File: config.mk
export PLATFORM = sky130hd
export DESIGN_NAME = dual_read_engine
export DESIGN_NICKNAME = d
export VERILOG_FILES = /design/src/rtl/dread_pkg.sv /design/src/rtl/dread_edge.sv /design/src/rtl/dread_ser.sv /design/src/rtl/dual_read_engine.sv
export SDC_FILE = /design/constraint.sdc
export NUM_CORES = 1
export LEC_CHECK = 0
export ABC_AREA = 1
export BUFFER_PORTS_ARGS = -buffer_cell sky130_fd_sc_hd__buf_4
export CORE_UTILIZATION = 67
export CTS_BUF_LIST = sky130_fd_sc_hd__clkbuf_8
export DETAILED_ROUTE_END_ITERATION = 8
export PLACE_DENSITY = 0.95
export SYNTH_ARGS = -nofsm -noshare
export SYNTH_HDL_FRONTEND = slang
export SYNTH_HIERARCHICAL = 1
export SYNTH_SLANG_ARGS = --single-unit
File: constraint.sdc
create_clock -name clk -period 3.6 [get_ports clk]
set_clock_uncertainty 0.15 [all_clocks]
set_input_delay 0.72 -clock clk [delete_from_list [all_inputs] [get_ports clk]]
set_output_delay 0.72 -clock clk [all_outputs]
set_load 0.005 [all_outputs]
File: src/rtl/dread_pkg.sv
package dread_pkg;

    typedef enum logic [2:0] {
        PH_CMD,
        PH_ADDR,
        PH_MODE,
        PH_DUMMY,
        PH_DATA,
        PH_SKIP
    } phase_t;

    localparam logic [7:0] OPC_DOUT = 8'h3B;
    localparam logic [7:0] OPC_DIO  = 8'hBB;
    localparam logic [7:0] OPC_MRST = 8'hFF;
    localparam logic [3:0] CONT_KEY = 4'hA;

    // collect one clock worth of input bits: two when wide, else io_in[0]
    function automatic logic [23:0] shift_in(logic [23:0] sh, logic wide, logic [1:0] d);
        return wide ? {sh[21:0], d[1], d[0]} : {sh[22:0], d[0]};
    endfunction

    // pair p of a byte, most significant pair first
    function automatic logic [1:0] pick_pair(logic [7:0] b, logic [1:0] p);
        case (p)
            2'd0:    return b[7:6];
            2'd1:    return b[5:4];
            2'd2:    return b[3:2];
            default: return b[1:0];
        endcase
    endfunction

endpackage

File: src/rtl/dread_edge.sv
module dread_edge (
    input  logic clk,
    input  logic rst,
    input  logic sck,
    output logic rise,
    output logic fall
);
    logic sck_q;

    always_ff @(posedge clk) begin
        if (rst) sck_q <= 1'b0;
        else     sck_q <= sck;
    end

    assign rise = sck & ~sck_q;
    assign fall = ~sck & sck_q;
endmodule

File: src/rtl/dread_ser.sv
module dread_ser #(
    parameter int ADDR_W = 22
) (
    input  logic              clk,
    input  logic              rst,
    input  logic              cs_n,
    input  logic              start,
    input  logic [ADDR_W-1:0] start_addr,
    input  logic              fall,
    output logic [1:0]        io_out,
    output logic [1:0]        io_oe,
    output logic              mem_req,
    output logic [ADDR_W-1:0] mem_addr,
    input  logic [7:0]        mem_rdata
);
    import dread_pkg::*;

    logic [7:0] rbuf;
    logic [1:0] pair;
    logic       req_q;
    logic       active;

    always_ff @(posedge clk) begin
        if (rst || cs_n) begin
            io_out  <= 2'b00;
            io_oe   <= 2'b00;
            pair    <= 2'd0;
            mem_req <= 1'b0;
            req_q   <= 1'b0;
            active  <= 1'b0;
        end else begin
            mem_req <= 1'b0;
            req_q   <= mem_req;
            if (start) begin
                active  <= 1'b1;
                pair    <= 2'd0;
                mem_req <= 1'b1;
            end else if (active && fall) begin
                io_out <= pick_pair(rbuf, pair);
                io_oe  <= 2'b11;
                pair   <= pair + 2'd1;
                if (pair == 2'd3) mem_req <= 1'b1;   // fetch the next byte ahead
            end
        end
    end

    // address and buffer survive chip select so only reset clears them
    always_ff @(posedge clk) begin
        if (rst) begin
            mem_addr <= '0;
            rbuf     <= 8'h00;
        end else begin
            if (req_q) rbuf <= mem_rdata;
            if (!cs_n && start)
                mem_addr <= start_addr;
            else if (!cs_n && active && fall && pair == 2'd3)
                mem_addr <= mem_addr + 1'b1;         // natural wrap at ADDR_W bits
        end
    end

    // a fetch strobe lasts exactly one cycle
    assert_req_pulse_R14: assert property (@(posedge clk) disable iff (rst)
        mem_req |=> !mem_req);

    // lines released the cycle after chip select is seen high
    assert_release_R1: assert property (@(posedge clk) disable iff (rst)
        cs_n |=> (io_oe == 2'b00));

    // both lines turn around together
    assert_oe_pair_R6: assert property (@(posedge clk) disable iff (rst)
        (io_oe == 2'b00) || (io_oe == 2'b11));
endmodule

File: src/rtl/dual_read_engine.sv
module dual_read_engine #(
    parameter int ADDR_W     = 22,
    parameter int DUMMY_DIO  = 4,
    parameter int DUMMY_DOUT = 8
) (
    input  logic              clk,
    input  logic              rst,
    input  logic              cs_n,
    input  logic              sck,
    input  logic [1:0]        io_in,
    output logic [1:0]        io_out,
    output logic [1:0]        io_oe,
    output logic              mem_req,
    output logic [ADDR_W-1:0] mem_addr,
    input  logic [7:0]        mem_rdata
);
    import dread_pkg::*;

    localparam int CNT_W = 5;
    localparam logic [CNT_W-1:0] LAST_OPC    = CNT_W'(7);
    localparam logic [CNT_W-1:0] LAST_ADDR_W = CNT_W'(11);
    localparam logic [CNT_W-1:0] LAST_ADDR_N = CNT_W'(23);
    localparam logic [CNT_W-1:0] LAST_MODE   = CNT_W'(3);
    localparam logic [CNT_W-1:0] LAST_DMY_W  = CNT_W'(DUMMY_DIO - 1);
    localparam logic [CNT_W-1:0] LAST_DMY_N  = CNT_W'(DUMMY_DOUT - 1);

    logic rise, fall;
    phase_t ph;
    logic wide;
    logic cont;
    logic [CNT_W-1:0] cnt;
    logic [23:0] sh, sh_nx;
    logic start;
    logic [ADDR_W-1:0] start_addr;

    dread_edge u_edge (
        .clk (clk),
        .rst (rst),
        .sck (sck),
        .rise(rise),
        .fall(fall)
    );

    assign sh_nx = shift_in(sh, wide, io_in);

    always_ff @(posedge clk) begin
        if (rst) begin
            ph         <= PH_CMD;
            wide       <= 1'b0;
            cont       <= 1'b0;
            cnt        <= '0;
            sh         <= '0;
            start      <= 1'b0;
            start_addr <= '0;
        end else begin
            start <= 1'b0;
            if (cs_n) begin
                ph   <= cont ? PH_ADDR : PH_CMD;
                wide <= cont;
                cnt  <= '0;
            end else if (rise) begin
                sh  <= sh_nx;
                cnt <= cnt + 1'b1;
                case (ph)
                    PH_CMD: if (cnt == LAST_OPC) begin
                        cnt <= '0;
                        case (sh_nx[7:0])
                            OPC_DIO:  begin ph <= PH_ADDR; wide <= 1'b1; end
                            OPC_DOUT: begin ph <= PH_ADDR; wide <= 1'b0; end
                            OPC_MRST: begin ph <= PH_SKIP; cont <= 1'b0; end
                            default:  ph <= PH_SKIP;
                        endcase
                    end
                    PH_ADDR: begin
                        if (cont && cnt == LAST_MODE && sh_nx[7:0] == OPC_MRST) begin
                            cont <= 1'b0;                    // escape from continuous mode
                            ph   <= PH_SKIP;
                        end else if (cnt == (wide ? LAST_ADDR_W : LAST_ADDR_N)) begin
                            cnt        <= '0;
                            start_addr <= sh_nx[ADDR_W-1:0];
                            ph         <= wide ? PH_MODE : PH_DUMMY;
                        end
                    end
                    PH_MODE: if (cnt == LAST_MODE) begin
                        cnt  <= '0;
                        cont <= (sh_nx[7:4] == CONT_KEY);
                        ph   <= PH_DUMMY;
                    end
                    PH_DUMMY: if (cnt == (wide ? LAST_DMY_W : LAST_DMY_N)) begin
                        cnt   <= '0;
                        ph    <= PH_DATA;
                        start <= 1'b1;
                    end
                    default: cnt <= '0;
                endcase
            end
        end
    end

    dread_ser #(.ADDR_W(ADDR_W)) u_ser (
        .clk       (clk),
        .rst       (rst),
        .cs_n      (cs_n),
        .start     (start),
        .start_addr(start_addr),
        .fall      (fall),
        .io_out    (io_out),
        .io_oe     (io_oe),
        .mem_req   (mem_req),
        .mem_addr  (mem_addr),
        .mem_rdata (mem_rdata)
    );

    // lines are driven only in the data phase
    assert_oe_data_only_R5: assert property (@(posedge clk) disable iff (rst)
        (io_oe != 2'b00) |-> (ph == PH_DATA));

    // continuous state moves only on a sampled clock rise
    assert_cont_on_rise_R8: assert property (@(posedge clk) disable iff (rst)
        !$stable(cont) |-> $past(rise));

    // a skipped transaction never fetches
    assert_skip_quiet_R13: assert property (@(posedge clk) disable iff (rst)
        (ph == PH_SKIP) |-> !mem_req);
endmodule

# After elaboration in Yosys (flattened, before gate mapping)
# Index checks and enable logic that the tools add are counted.
[word_totals]
register_bits = 93
input_bits = 14
output_inout_bits = 27
word_cells = 115
[classes]
add_sub_neg = 3
eq_ne = 22
n_mux = 37
bitwise_logic = 9
reduce_logical = 28
[ops]
columns = ["operator", "n"]
rows = [
  ["$mux 22", 3],
  ["$mux 5", 6],
  ["$mux 3", 9],
  ["$add 22x1->22 const B", 1],
  ["$pmux 5 s4", 1],
  ["$eq 8x8->1 const B", 2],
  ["$mux 1", 14],
  ["$pmux 3 s4", 1],
  ["$ne 3x3->1 const B", 3],
  ["$eq 8x6->1 const B", 1],
  ["$ne 2x2->1 const B", 4],
  ["$reduce_bool 2->1", 4],
  ["$logic_and 1x1->1", 7],
  ["$not 1->1", 7],
  ["$reduce_and 7->1", 1],
  ["$eq 3x2->1 const B", 2],
  ["$pmux 2 s3", 1],
  ["$reduce_and 6->1", 1],
  ["$reduce_bool 3->1", 2],
  ["$reduce_or 2->1", 3],
  ["$add 5x1->5 const B", 1],
  ["$eq 5x2->1 const B", 1],
  ["$eq 5x3->1", 1],
  ["$eq 5x3->1 const B", 1],
  ["19 further kinds", 22],
]

# Longest topological paths before layout
[depth]
depth_word = 8
mapped_depth = 14

# By module
# Netlist, hierarchy kept.
[modules_own_cells]
columns = ["module", "instances", "cells_per_inst", "area_per_inst_um2"]
rows = [
  ["dual_read_engine", 1, 358, 2617.5],
  ["dread_ser", 1, 346, 2309.7],
  ["dread_edge", 1, 6, 38.8],
]

# Worst setup path after synthesis
# OpenSTA, ideal clock, no wires.
[synth_timing]
path_kind = "input port to flip-flop"
startpoint = "in sck"
endpoint = "reg start_addr[11]"
setup_ns = 0.070
arrival_time_ns = 1.768
t_required_ns = 3.380
setup_slack_ns = 1.611
path_stages = 8
n_path_buf = 1
cell_sequence = "inv_1 -> nor2_1 -> inv_1 -> nor2_2 -> nand3b_4 -> buf_6 -> or2_0 -> a21oi_1"
[synth_between]
elab_chain_len = 2
[synth_rtl]
columns = ["item", "line_no", "source"]
rows = [
  ["from (decl)", "dual_read_engine.sv:9", "input logic sck,"],
  ["$and 1x1->1", "dread_edge.sv:15", "assign rise = sck & ~sck_q;"],
  ["named net rise", "dual_read_engine.sv:27", "logic rise, fall;"],
  ["$reduce_and 5->1 (no line)", "--", ""],
  ["to (signal assigned)", "dual_read_engine.sv:80", "start_addr <= sh_nx[ADDR_W-1:0];"],
  ["to (decl)", "dual_read_engine.sv:34", "logic [ADDR_W-1:0] start_addr;"],
]
# The timed path passes the listed nets, and every way through them passes these cells.
# A chain may end at the register's enable or synchronous reset.

# Worst setup path in the final report
[layout_timing]
startpoint = "reg wide"
endpoint = "reg start_addr[12]"
[layout_between]
elab_chain_len = 5
elab_cells_between_ends = 7
[layout_rtl]
columns = ["item", "line_no", "source"]
rows = [
  ["from (decl)", "dual_read_engine.sv:29", "logic wide;"],
  ["from (signal assigned)", "dual_read_engine.sv:59", "wide <= cont;"],
  ["$mux 22", "dread_pkg.sv:19", "return wide ? {sh[21:0], d[1], d[0]} : {sh[22:0], d[0]};"],
  ["$eq 8x8->1", "dual_read_engine.sv:75", "if (cont && cnt == LAST_MODE && sh_nx[7:0] == OPC_MRST) begin"],
  ["$logic_and 1x1->1", "dual_read_engine.sv:75", ""],
  ["$not 1->1 (no line)", "--", ""],
  ["$reduce_and 5->1 (no line)", "--", ""],
]
# Several ways; a longest one is shown, not always the timed one.

==> reports/qor.log <==
qor: run_status.run_status complete, no violations
qor: final_layout.seq_area 1860 um2
qor: global_route.global_route.usage.total 30.8%
qor: worst_setup_path.startpoint wide
qor: synth.number_of_synthesized_register_bits 93
qor: clock_network.h-tree-depth 3
qor: sta.timing_max_transition_violations_final 0
qor: sta.tightestPinTransition 0.808 ns
qor: synth.synth-seq-area-share 37.5%
qor: synth.synthTopCellsByCount nand2_1 (167), dfxtp_1 (93), nor2_1 (85)
qor: synth.yosys.area.top_type_share 37.5%
qor: synth.syn_avg_cell_area 6.99 um2
qor: global_route.grt_pass1_vias 4228
qor: route.antenna_left 0
qor: sta.final_cycle_utilization_of_the_critical_path 63.1%
qor: floorplanning.die_span_y 88.1 um
qor: final_layout.final_design_area_no_fill 5420 um2
qor: clock_network.cts_max_path_buffers 2
qor: clock_network.clkSinkCount 93
qor: clock_network.cts.reportedPaths.clkPinSlew 0.10 ns
qor: global_route.antenna_found_initial 0
qor: synth.synth_enable_flop_cells 0
qor: worst_setup_path.crit_end_category flop
qor: worst_setup_path.crit_chain buf_4 -> inv_4 -> o21ai_1 -> nand3_1 -> nand3b_4 -> or2_0 -> a21oi_1
qor: synth.synth_cells 710
qor: route.detail_route.wirelength 11600 um
qor: sta.timing.slew.headroom 46.1%
qor: worst_setup_path.cp.buffers_inverters 2
qor: final_layout.nFillCells 531
qor: sta.report.final.setup_viol 0
qor: synth.synth_area_leader_cell dfxtp_1
qor: sta.rsz0062_at_grt no
qor: clock_network.post-cts-setup-buffer-count 0
qor: worst_setup_path.critPathTopFamily simple AND/OR/NAND/NOR gates
qor: worst_setup_path.worst-path-stages 7
qor: final_layout.finalNonFillerCells 839
qor: place.hpwl 7960 um
qor: route.detailedRoute.firstPassIterationCount 5
qor: worst_setup_path.path_max_fanout 44
qor: route.route.detailed.vias_per_inst 5.70
qor: synth.synth.distinct_cells 42
qor: sta.hold_viol 0
qor: clock_network.hold_buffers 0
qor: place.place_inst 823
qor: power_and_ir_drop.p_leak 0.00218 uW
qor: clock_network.worst_skew_pair.late_latency 0.35 ns
qor: worst_setup_path.worstSetupStartpointType flop
qor: global_route.grt_max_degree 45
qor: worst_setup_path.criticalPathCategory flop to flop
qor: route.drt_drc_violations_left 0
qor: synth.synth_area 4970 um2
qor: synth.yosys-top-cells-area dfxtp_1 (37%), nand2_1 (13%), nor2_1 (6.4%)
qor: global_route.gr-total-overflow 0
qor: worst_setup_path.cp_slowest_stage_delay 0.44 ns
qor: power_and_ir_drop.total_power 1840 uW
qor: route.wire_per_inst 13.8 um
qor: job.maxCapViolCount 0
qor: power_and_ir_drop.power.density_cell_area 339 nW/um2
qor: clock_network.clockRootBuffer clkbuf_8
qor: floorplanning.ioPinCount 41
qor: sta.fmax 440 MHz
qor: synth.postSynthNetCount 730
qor: route.drt-initial-drc-count 306
qor: final_layout.multi_input_comb_area 2680 um2
qor: final_layout.drive_gt1_share 16.6%
qor: clock_network.ctsResizeCount 0
qor: final_layout.num_antenna_cells 0
qor: floorplanning.die_width 88.1 um
qor: worst_setup_path.timing.critical_path.required 3.73 ns
qor: worst_setup_path.worst_path_slowest_cell dfxtp_1
qor: floorplanning.core_area 7210 um2
qor: place.globalplace.congestion 0.948
qor: synth.asyncSetResetFlopFracSynth 0%
qor: floorplanning.row_count 31
qor: hold_path.hold-path-cell-count 2
qor: synth.synthFlopType dfxtp_1
qor: synth.synth.yosys.warnings 6
qor: sta.finalWorstPathRequiredPeriod 2.27 ns
qor: hold_path.holdCritPathClass flop to flop
qor: floorplanning.initial_utilization 68.8%
qor: clock_network.tritoncts.num_buffers 9
qor: route.vias 4782
qor: clock_network.tritoncts done
qor: power_and_ir_drop.ir_drop 0.294 mV
qor: place.postPlaceCellArea 5240 um2
qor: worst_setup_path.cp_data_arrival_time 2.40 ns
qor: worst_setup_path.r2r_start wide
qor: final_layout.area.growth.synth_to_final 9.20%
qor: synth.yosysMostFrequentCell nand2_1
qor: final_layout.finish.net_count 755
qor: sta.setup_total_negative_slack 0 ns
qor: hold_path.min_from u_ser/mem_req
qor: floorplanning.die_area 7760 um2
qor: worst_setup_path.reg2regPathDepth 7
qor: global_route.grt_first_pass_wirelength 18800 um
qor: place.numPortBuffers 40
## tightest hold or removal path: cells and delay by family (launching register included)
| kind | cells | cell delay [ns] |
|---|---|---|
| buffers and inverters | 1 | 0.05 |
| DFF | 1 | 0.33 |
| and+or+nand+nor | 1 | 0.04 |
## through the flow
step	hold WS, ns	util [%]	worst slack [ns]
CTS	0.305	75.2	1.37
floorplan	0.270	-	1.61
global route	0.313	75.2	1.17
finish	0.301	75.2	1.33
global placement	0.270	72.6	1.22
detailed placement	0.294	72.6	1.14
## metal layers
layer	wire (um)	track usage, %	up-vias
met5	0	0	-
met3	808	6.60	27
met1	4980	39.0	2200
li1	-	-	2353
met2	5550	51.6	202
met4	239	11.4	0
## final cells by class
type	instances	share of cell area, %
Tap cell	99	2.28
Timing Repair Buffer	42	5.81
Multi-Input combinational cell	522	49.4
Clock inverter	6	0.877
Inverter	67	4.80
Sequential cell	93	34.3
Clock buffer	10	2.54
## state kept, by name (all words and copies together) (netlist names), 2 cells and up
register / flops
cnt: 5
ph: 3
sh: 21
start_addr: 22
u_ser/io_out: 2
u_ser/mem_addr: 22
u_ser/pair: 2
u_ser/rbuf: 8
## path summary, 6_finish.rpt
check        slack (ns)              to
max                1.33  start_addr[12]
min                0.30     u_ser/req_q
max reg2reg        1.33  start_addr[12]
min reg2reg        0.30     u_ser/req_q
## report_power, final
part / leakage [uW] / internal [uW] / total [uW] / switching (uW)
Sequential: 0.000753 / 1050 / 1060 / 13.7
Combinational: 0.00134 / 38.7 / 125 / 86.2
Clock: 0.0000922 / 276 / 655 / 379
Total: 0.00218 / 1360 / 1840 / 479
## cell usage in the layout (no fill, tap or decap), types with 2 or more instances in the layout
cell type   instances
a21oi_1            53
a211oi_1            2
o21ai_0            51
clkinvlp_4          2
nor2_2             13
nand3b_1            3
a31oi_1             7
or2_0              14
nand2_1           167
nor2_8              2
dfxtp_1            93
nand2_2            11
nor3_1              9
ha_1                6
nand2_4             2
a31o_2              2
inv_1              54
o211ai_1            5
nand3_2             5
a21oi_2            10
nand4_1             5
mux2i_1            13
buf_4              42
o21ai_1             4
nor2_4              5
inv_2              10
clkbuf_8           10
nand3_1            41
nor2_1             85
inv_6               2
## cells by family after synthesis
group                      Yosys count  synth area share, %
and+or+nand+nor                    366                 34.2
AOI/OAI and AO/OA                  136                 15.4
buffers and inverters               95                 8.62
DFF                                 93                 37.5
muxes                               13                 2.62
adders and majority gates            6                 1.51
xor gates and xnor gates             1                0.176
No activity file was read; power rests on OpenSTA's default activity.
